===== src/rtl/mbx_i2c_pkg.sv =====
package mbx_i2c_pkg;

    localparam int REG_STAT = 0;
    localparam int REG_IEN  = 1;
    localparam int REG_WEXT = 2;
    localparam int REG_CMD  = 3;
    localparam int REG_REXT = 4;

    localparam int EV_LO     = 13;
    localparam int CMD_WR    = 10;
    localparam int CMD_TWO   = 11;
    localparam int CMD_PROBE = 12;
    localparam int CMD_HOLD  = 13;
    localparam logic [1:0] CMD_TAG = 2'b10;

    typedef enum logic [2:0] {
        PH_IDLE, PH_START, PH_ADDR, PH_AACK, PH_DATA, PH_DACK, PH_STOP
    } phase_e;

    typedef struct packed {
        logic [6:0] addr;
        logic       wr;
        logic       two;
        logic       probe;
        logic       hold;
    } cmd_t;

endpackage


===== src/rtl/mbx_i2c_qtick.sv =====
module mbx_i2c_qtick #(
    parameter int QTR_CYCLES = 4
) (
    input  logic clk,
    input  logic rst_n,
    input  logic run,
    output logic tick
);
    localparam int CW = (QTR_CYCLES > 1) ? $clog2(QTR_CYCLES) : 1;
    localparam logic [CW-1:0] LAST = CW'(QTR_CYCLES - 1);

    logic [CW-1:0] cnt_d, cnt_q;

    always_comb begin
        tick  = run && (cnt_q == LAST);
        cnt_d = '0;
        if (run && !tick) cnt_d = cnt_q + 1'b1;
    end

    always_ff @(posedge clk or negedge rst_n) begin
        if (!rst_n) cnt_q <= '0;
        else        cnt_q <= cnt_d;
    end
endmodule


===== src/rtl/mbx_i2c_engine.sv =====
module mbx_i2c_engine
    import mbx_i2c_pkg::*;
(
    input  logic        clk,
    input  logic        rst_n,
    input  logic        tick,
    input  logic        start,
    input  cmd_t        cmd,
    input  logic [15:0] wdata,
    input  logic        sda_i,
    output logic        busy,
    output phase_e      phase,
    output logic        scl_o,
    output logic        sda_o,
    output logic        done_wr,
    output logic        done_rd,
    output logic        err,
    output logic [15:0] rdata
);
    typedef struct packed {
        phase_e      ph;
        logic [1:0]  qtr;
        logic [2:0]  bitn;
        logic        idx;
        logic [7:0]  sh;
        logic [15:0] rd;
        logic        held;
        logic        rs;
        logic        nack;
        logic        fail;
        cmd_t        c;
        logic [15:0] wd;
    } eng_t;

    eng_t q, d;
    logic last_byte, done;

    assign last_byte = !(q.c.two && !q.idx);

    always_comb begin
        d    = q;
        done = 1'b0;
        err  = 1'b0;
        if (q.ph == PH_IDLE) begin
            if (start) begin
                d.c    = cmd;
                d.wd   = wdata;
                d.rd   = cmd.wr ? q.rd : 16'h0;
                d.rs   = q.held;
                d.ph   = PH_START;
                d.qtr  = 2'd0;
                d.idx  = 1'b0;
                d.fail = 1'b0;
            end
        end else if (tick) begin
            d.qtr = q.qtr + 2'd1;
            if (q.qtr == 2'd2) begin
                if (q.ph == PH_AACK || (q.ph == PH_DACK && q.c.wr)) d.nack = sda_i;
                if (q.ph == PH_DATA && !q.c.wr) d.sh = {q.sh[6:0], sda_i};
            end
            if (q.qtr == 2'd3) begin
                unique case (q.ph)
                    PH_START: begin
                        d.ph   = PH_ADDR;
                        d.bitn = 3'd0;
                        d.sh   = {q.c.addr, !q.c.wr};
                        d.held = 1'b0;
                    end
                    PH_ADDR: begin
                        d.sh   = q.sh << 1;
                        d.bitn = q.bitn + 3'd1;
                        if (q.bitn == 3'd7) d.ph = PH_AACK;
                    end
                    PH_AACK: begin
                        if (q.nack) begin
                            d.fail = 1'b1;
                            d.ph   = PH_STOP;
                        end else if (q.c.probe) begin
                            d.ph   = q.c.hold ? PH_IDLE : PH_STOP;
                            d.held = q.c.hold;
                            done   = q.c.hold;
                        end else begin
                            d.ph   = PH_DATA;
                            d.bitn = 3'd0;
                            d.sh   = q.c.wr ? q.wd[7:0] : 8'h00;
                        end
                    end
                    PH_DATA: begin
                        if (q.c.wr) d.sh = q.sh << 1;
                        d.bitn = q.bitn + 3'd1;
                        if (q.bitn == 3'd7) d.ph = PH_DACK;
                    end
                    PH_DACK: begin
                        if (q.c.wr && q.nack) begin
                            d.fail = 1'b1;
                            d.ph   = PH_STOP;
                        end else begin
                            if (!q.c.wr) begin
                                if (q.idx) d.rd[15:8] = q.sh;
                                else       d.rd[7:0]  = q.sh;
                            end
                            if (!last_byte) begin
                                d.idx  = 1'b1;
                                d.ph   = PH_DATA;
                                d.bitn = 3'd0;
                                d.sh   = q.c.wr ? q.wd[15:8] : 8'h00;
                            end else begin
                                d.ph   = q.c.hold ? PH_IDLE : PH_STOP;
                                d.held = q.c.hold;
                                done   = q.c.hold;
                            end
                        end
                    end
                    PH_STOP: begin
                        d.ph   = PH_IDLE;
                        d.held = 1'b0;
                        done   = !q.fail;
                        err    = q.fail;
                    end
                    default: d.ph = PH_IDLE;
                endcase
            end
        end
        done_wr = done && q.c.wr;
        done_rd = done && !q.c.wr;
    end

    always_comb begin
        scl_o = (q.qtr == 2'd1) || (q.qtr == 2'd2);
        sda_o = 1'b1;
        unique case (q.ph)
            PH_IDLE:  scl_o = !q.held;
            PH_START: begin
                scl_o = (q.qtr == 2'd0) ? !q.rs : (q.qtr != 2'd3);
                sda_o = (q.qtr < 2'd2);
            end
            PH_STOP: begin
                scl_o = (q.qtr != 2'd0);
                sda_o = (q.qtr >= 2'd2);
            end
            PH_ADDR:  sda_o = q.sh[7];
            PH_AACK:  sda_o = 1'b1;
            PH_DATA:  sda_o = q.c.wr ? q.sh[7] : 1'b1;
            PH_DACK:  sda_o = q.c.wr ? 1'b1 : last_byte;
            default:  sda_o = 1'b1;
        endcase
    end

    assign busy  = (q.ph != PH_IDLE);
    assign phase = q.ph;
    assign rdata = q.rd;

    always_ff @(posedge clk or negedge rst_n) begin
        if (!rst_n) begin
            q    <= '0;
            q.ph <= PH_IDLE;
        end else begin
            q <= d;
        end
    end
endmodule


===== src/rtl/mbx_i2c_regs.sv =====
module mbx_i2c_regs
    import mbx_i2c_pkg::*;
(
    input  logic        clk,
    input  logic        rst_n,
    input  logic        we,
    input  logic [2:0]  addr,
    input  logic [15:0] wdata,
    input  logic        busy,
    input  logic [2:0]  ev,
    input  logic [15:0] rd_ext,
    output logic [15:0] rdata,
    output logic        irq,
    output logic        start,
    output cmd_t        cmd,
    output logic [15:0] wext,
    output logic [2:0]  stat
);
    typedef struct packed {
        logic [2:0]  stat;
        logic [2:0]  ien;
        logic [15:0] wext;
        logic [15:0] cmdw;
    } regs_t;

    regs_t q, d;

    always_comb begin
        d     = q;
        start = 1'b0;
        cmd   = '{addr: wdata[7:1], wr: wdata[CMD_WR], two: wdata[CMD_TWO],
                  probe: wdata[CMD_PROBE], hold: wdata[CMD_HOLD]};
        if (we) begin
            unique case (int'(addr))
                REG_STAT: d.stat = q.stat & ~wdata[EV_LO +: 3];
                REG_IEN:  d.ien  = wdata[EV_LO +: 3];
                REG_WEXT: d.wext = wdata;
                REG_CMD: begin
                    if (wdata[15:14] == CMD_TAG && !busy) begin
                        start  = 1'b1;
                        d.cmdw = wdata;
                    end
                end
                default: ;
            endcase
        end
        d.stat = d.stat | ev;
    end

    always_comb begin
        unique case (int'(addr))
            REG_STAT: rdata = {q.stat, 13'h0};
            REG_IEN:  rdata = {q.ien, 13'h0};
            REG_WEXT: rdata = q.wext;
            REG_CMD:  rdata = q.cmdw;
            REG_REXT: rdata = rd_ext;
            default:  rdata = 16'h0;
        endcase
    end

    assign irq  = |(q.stat & q.ien);
    assign wext = q.wext;
    assign stat = q.stat;

    always_ff @(posedge clk or negedge rst_n) begin
        if (!rst_n) q <= '0;
        else        q <= d;
    end
endmodule


===== src/rtl/mbx_i2c_master.sv =====
module mbx_i2c_master
    import mbx_i2c_pkg::*;
#(
    parameter int QTR_CYCLES = 4
) (
    input  logic        clk,
    input  logic        rst_n,
    input  logic        reg_we,
    input  logic [2:0]  reg_addr,
    input  logic [15:0] reg_wdata,
    output logic [15:0] reg_rdata,
    output logic        irq,
    output logic        scl_o,
    output logic        sda_o,
    input  logic        sda_i
);
    logic        eng_busy, eng_tick, eng_start;
    logic        done_wr, done_rd, eng_err;
    logic [2:0]  ev_bits, stat_bits;
    logic [15:0] eng_rdata, wext;
    cmd_t        cmd;
    phase_e      eng_phase;

    assign ev_bits = {done_rd, done_wr, eng_err};

    mbx_i2c_regs u_regs (
        .clk(clk), .rst_n(rst_n), .we(reg_we), .addr(reg_addr), .wdata(reg_wdata),
        .busy(eng_busy), .ev(ev_bits), .rd_ext(eng_rdata), .rdata(reg_rdata),
        .irq(irq), .start(eng_start), .cmd(cmd), .wext(wext), .stat(stat_bits)
    );

    mbx_i2c_qtick #(.QTR_CYCLES(QTR_CYCLES)) u_tick (
        .clk(clk), .rst_n(rst_n), .run(eng_busy), .tick(eng_tick)
    );

    mbx_i2c_engine u_eng (
        .clk(clk), .rst_n(rst_n), .tick(eng_tick), .start(eng_start), .cmd(cmd),
        .wdata(wext), .sda_i(sda_i), .busy(eng_busy), .phase(eng_phase),
        .scl_o(scl_o), .sda_o(sda_o), .done_wr(done_wr), .done_rd(done_rd),
        .err(eng_err), .rdata(eng_rdata)
    );
endmodule


===== config.mk =====
export PLATFORM = sky130hd
export DESIGN_NAME = mbx_i2c_master
export DESIGN_NICKNAME = d
export VERILOG_FILES = /design/src/rtl/mbx_i2c_pkg.sv /design/src/rtl/mbx_i2c_qtick.sv /design/src/rtl/mbx_i2c_engine.sv /design/src/rtl/mbx_i2c_regs.sv /design/src/rtl/mbx_i2c_master.sv
export SDC_FILE = /design/constraint.sdc
export NUM_CORES = 1
export LEC_CHECK = 0
export CAP_MARGIN = 30
export CELL_PAD_IN_SITES_DETAIL_PLACEMENT = 1
export CELL_PAD_IN_SITES_GLOBAL_PLACEMENT = 1
export CORE_MARGIN = 2
export CORE_UTILIZATION = 50
export DETAILED_ROUTE_END_ITERATION = 16
export PLACE_DENSITY_LB_ADDON = 0.25
export RECOVER_POWER = 50
export SYNTH_ARGS = -nofsm -noshare
export SYNTH_HDL_FRONTEND = slang
export SYNTH_HIERARCHICAL = 1
export SYNTH_SLANG_ARGS = --single-unit
export TNS_END_PERCENT = 50

===== constraint.sdc =====
create_clock -name clk -period 6.35 [get_ports clk]
set_input_delay 0.9525 -clock clk [delete_from_list [all_inputs] [get_ports clk]]
set_output_delay 0.9525 -clock clk [all_outputs]
set_load 0.01 [all_outputs]

---- After elaboration in Yosys (flattened, before gate mapping) ----
Index checks and enable logic that the tools add are counted.
cells by class
  add/subtract/negate cells ............... 3
  magnitude comparators ................... 2
  eq/ne operators ......................... 32
  muxes and demuxes ....................... 75
  bitwise logic cells ..................... 5
  reductions and logical operators ........ 49
operators with widths
  cell                                           number
  two-way mux 16 bit                             8
  case mux 16 bit (5 select lines)               1
  two-way mux 8 bit                              9
  two-way mux 29 bit                             2
  case mux 8 bit (5 select lines)                1
  two-way mux 38 bit                             1
  two-way mux 3 bit                              12
  two-way mux 34 bit                             1
  AND reduction 8 bit                            4
  two-way mux 1 bit                              28
  two-way mux 28 bit                             1
  inequality test 2 bit, second input constant   9
  == test 3 bit, second input constant           5
  case mux 3 bit (5 select lines)                1
  == test 3 x 2 -> 1 bit, second input constant  4
  two-way mux 12 bit                             1
  case mux 3 bit (4 select lines)                1
  AND reduction 6 bit                            2
  nonzero test 2 bit                             6
  two-way mux 5 bit                              2
  AND reduction 2 bit                            5
  logical AND 1 bit                              9
  case mux 1 bit (3 select lines)                3
  nonzero test 3 bit                             3
  other kinds (27)                               47
storage, ports and cells
  register bits ........................... 104
  bits of input ports ..................... 23
  output and inout bits ................... 19
  logic and storage cells ................. 188

---- Logic depth before layout (Yosys ltp) ----
  depth after elaboration ................. 10
  gate-level depth with buffers ........... 11
  mapped depth without buffers ............ 10

---- Hierarchy ----
The synthesis kept the hierarchy.
by module, submodules not included
  module          instances  cells an instance  area each (µm²)  sequential area each (µm²)
  mbx_i2c_engine  1          432                3,908.7          1,601.5
  mbx_i2c_regs    1          185                2,090.8          950.9
  mbx_i2c_qtick   1          6                  91.3             50.0

---- Worst setup path before layout ----
No wires, ideal clock.
  kind .................................... input-to-output
  start point ............................. in reg_addr[2]
  end point ............................... out reg_rdata[10]
  arrival ................................. 1.941 ns
  data required time ...................... 5.398 ns
  setup slack ............................. 3.457 ns
  cell stages on the path ................. 5
  path through ............................ buf_4 -> nor2b_1 -> buf_2 -> a22oi_1 -> o21ai_0
on the way
  word-level cells in the longest chain between the ends .. 2
RTL lines
  item                                         line                  source
  start, declared                              mbx_i2c_master.sv:9   input logic [2:0] reg_addr,
  == test 3 bit, or another cell as far along  mbx_i2c_regs.sv:51    unique case (int'(addr))
  case mux 16 bit (5 select lines) *           mbx_i2c_regs.sv:51
  end, declared                                mbx_i2c_master.sv:11  output logic [15:0] reg_rdata,
Mark *: on every way between the ends. The rest lies on a longest branch, timed or not.

---- Worst setup path after layout ----
  start point ............................. in reg_addr[1]
  end point ............................... out reg_rdata[11]
The elaborated chain is that of the path after synthesis.

==> flow_summary.json <==
{
  "arrival_ns": 3.77,
  "fin_tns_setup_ns": 0,
  "cp-start-kind": "primary input",
  "drv_slew": 62,
  "die_x_microns": 114,
  "grt_usage": 0.276,
  "routed_wl_microns": 17100,
  "syn_to_final_growth_pct": 7.64,
  "clock_skew_ns": 0.00784,
  "rsz0062_at_grt": "false",
  "power_switching_uw": 639,
  "cts_sinks": 104,
  "numCtsBuffers": 9,
  "avgRoutedWirePerCell_microns": 23.0,
  "cp_common_cell": "clkdlybuf4s50_1",
  "final_cells": 744,
  "pwr-share-seq": 0.433,
  "die_y_microns": 114,
  "clockBufferDepth": 2,
  "coreArea_sq_um": 11900,
  "drv_cap": 1,
  "cp-end-kind": "output pin",
  "hp-class": "flop to flop",
  "dp_hpwl_microns": 11700,
  "relSlewSlack": -1.31,
  "layout-drive-gt1-share": 0.141,
  "drcViolationCount": 0,
  "grt_max_degree": 62,
  "regArea_sq_um": 2600,
  "dp.cells": 729,
  "slowest_delay_ns": 0.90,
  "start_util": 0.508,
  "diodes": 0,
  "row_count": 40,
  "fin_crit_ns": 4.72,
  "ir_drop_mv": 0.208,
  "multi_input_area_sq_um": 2860,
  "cts_hold_buffers": 0,
  "drt-pass1-iter-count": 7,
  "path_clk_slew_ns": 0.07,
  "hold_viol": 0,
  "p_leak_nw": 2.99,
  "layout_commonest_cell": "nand2_1",
  "synth.avg_cell_area_sq_um": 9.80,
  "post_cts_buffers": 0,
  "clkPwrFrac": 0.333,
  "overflow": 0,
  "cts_resized": 0,
  "synthCells": 617,
  "cp_slowest_cell": "nor2b_1",
  "yosysWarnings": 6,
  "syn-num-nets": 646,
  "vias_per_cell": 6.27,
  "final_nets": 622,
  "dieArea_sq_um": 13000,
  "crit_required_ns": 5.40,
  "fmax_ghz": 0.212,
  "clockRootBuffer": "clkbuf_16",
  "violations": "max-capacitance violations, max-slew violations",
  "grt_pass1_vias": 4960,
  "finalCritPeriodShare": 0.743,
  "p_per_area_nw_per_um2": 311,
  "worstSetupPathType": "primary input to output pin",
  "final_cell_mix": "129 x nand2_1, 104 x dfrtp_1, 39 x clkdlybuf4s50_1, 38 x o21ai_0, 27 x mux2_2",
  "grt_pass1_wl_microns": 27700,
  "tritoncts": "done",
  "clkLatencyLatePin_ns": 0.35,
  "pwr-share-comb": 0.234,
  "postRouteAntennaNets": 0,
  "via_count": 4667,
  "cts_max_level": 3,
  "n_fill_cell": 1345,
  "outcome": "finished with violations",
  "crit_chain": "clkdlybuf4s50_1, nor2b_1, a22oi_1, o21ai_0, clkdlybuf4s50_1",
  "internal_power_mw": 1.38,
  "critPathMaxFanout": 14,
  "worstMarginPinSlew_ns": 3.46,
  "gp_congestion": 0.900,
  "setup_viol": 0,
  "drt_iter0_drc": 332,
  "io_pins": 42,
  "grt_antenna_before_repair": 0,
  "port_buffers": 41,
  "syn_area_sq_um": 6050,
  "switching_share": 0.316
}
-- power by group through the flow --
stage	combinational (mW)	clock [mW]	sequential (mW)
2_1_floorplan	0.368	0	0.836
3_3_place_gp	0.448	0	0.876
3_5_place_dp	0.470	0	0.883
4_1_cts	0.476	0.688	0.872
5_1_grt	0.520	0.711	0.890
6_report	0.472	0.674	0.876
-- worst paths after layout --
| check | startpoint | cells past startpoint | end | slack (ns) |
|---|---|---|---|---|
| setup reg to reg | u_eng/phase[1] | 8 | u_eng/phase[1] | 2.71 |
| hold reg to reg | u_tick/cnt_q[0] | 1 | u_tick/cnt_q[0] | 0.46 |
| hold / removal | u_tick/cnt_q[0] | 1 | u_tick/cnt_q[0] | 0.46 |
| setup / recovery | reg_addr[1] | 5 | reg_rdata[11] | 1.63 |
| min in group asynchronous | rst_n | 1 | u_eng/phase[1] | 1.78 |
| max in group asynchronous | rst_n | 2 | u_regs/q[3] | 2.08 |
-- stage by stage --
step	worst slack (ns)	cell area, sq um	hold slack (ns)	total power [mW]	utilization
global placement	1.73	6150	0.441	1.32	0.516
finish	1.63	6510	0.462	2.02	0.546
detailed placement	1.69	6180	0.445	1.35	0.519
CTS	1.63	6540	0.458	2.04	0.549
floorplan	3.46	6050	0.428	1.20	-
global route	1.33	6510	0.481	2.12	0.546
-- area by class of cell --
type,count,area share
timing repair buffer,46,0.0692
multi-input combinational,418,0.440
clock buffer,10,0.0352
inverter,14,0.00808
clock inverter,5,0.0198
sequential,104,0.400
tap,147,0.0283
-- per-layer routing --
metal	vias up	track usage	part of all wire
met1	2380	0.392	0.45
met4	0	0.0862	0.017
met2	146	0.435	0.48
met5	-	0	0
met3	27	0.0452	0.050
li1	2114	-	-
-- sequential cells by signal, indices dropped and copies added, names as in the netlist --
name          count
u_eng/rdata      16
u_eng/q          45
u_regs/q         19
u_regs/wext      16
u_eng/phase       3
u_tick/cnt_q      2
u_regs/stat       3
-- critical path: cells and delay by family --
kind                   cells  cell delay, ns
AO/OA/AOI/OAI              2            0.51
buffers and inverters      2            1.41
AND/OR/NAND/NOR            1            0.90
No activity file was read; power rests on OpenSTA's default activity.
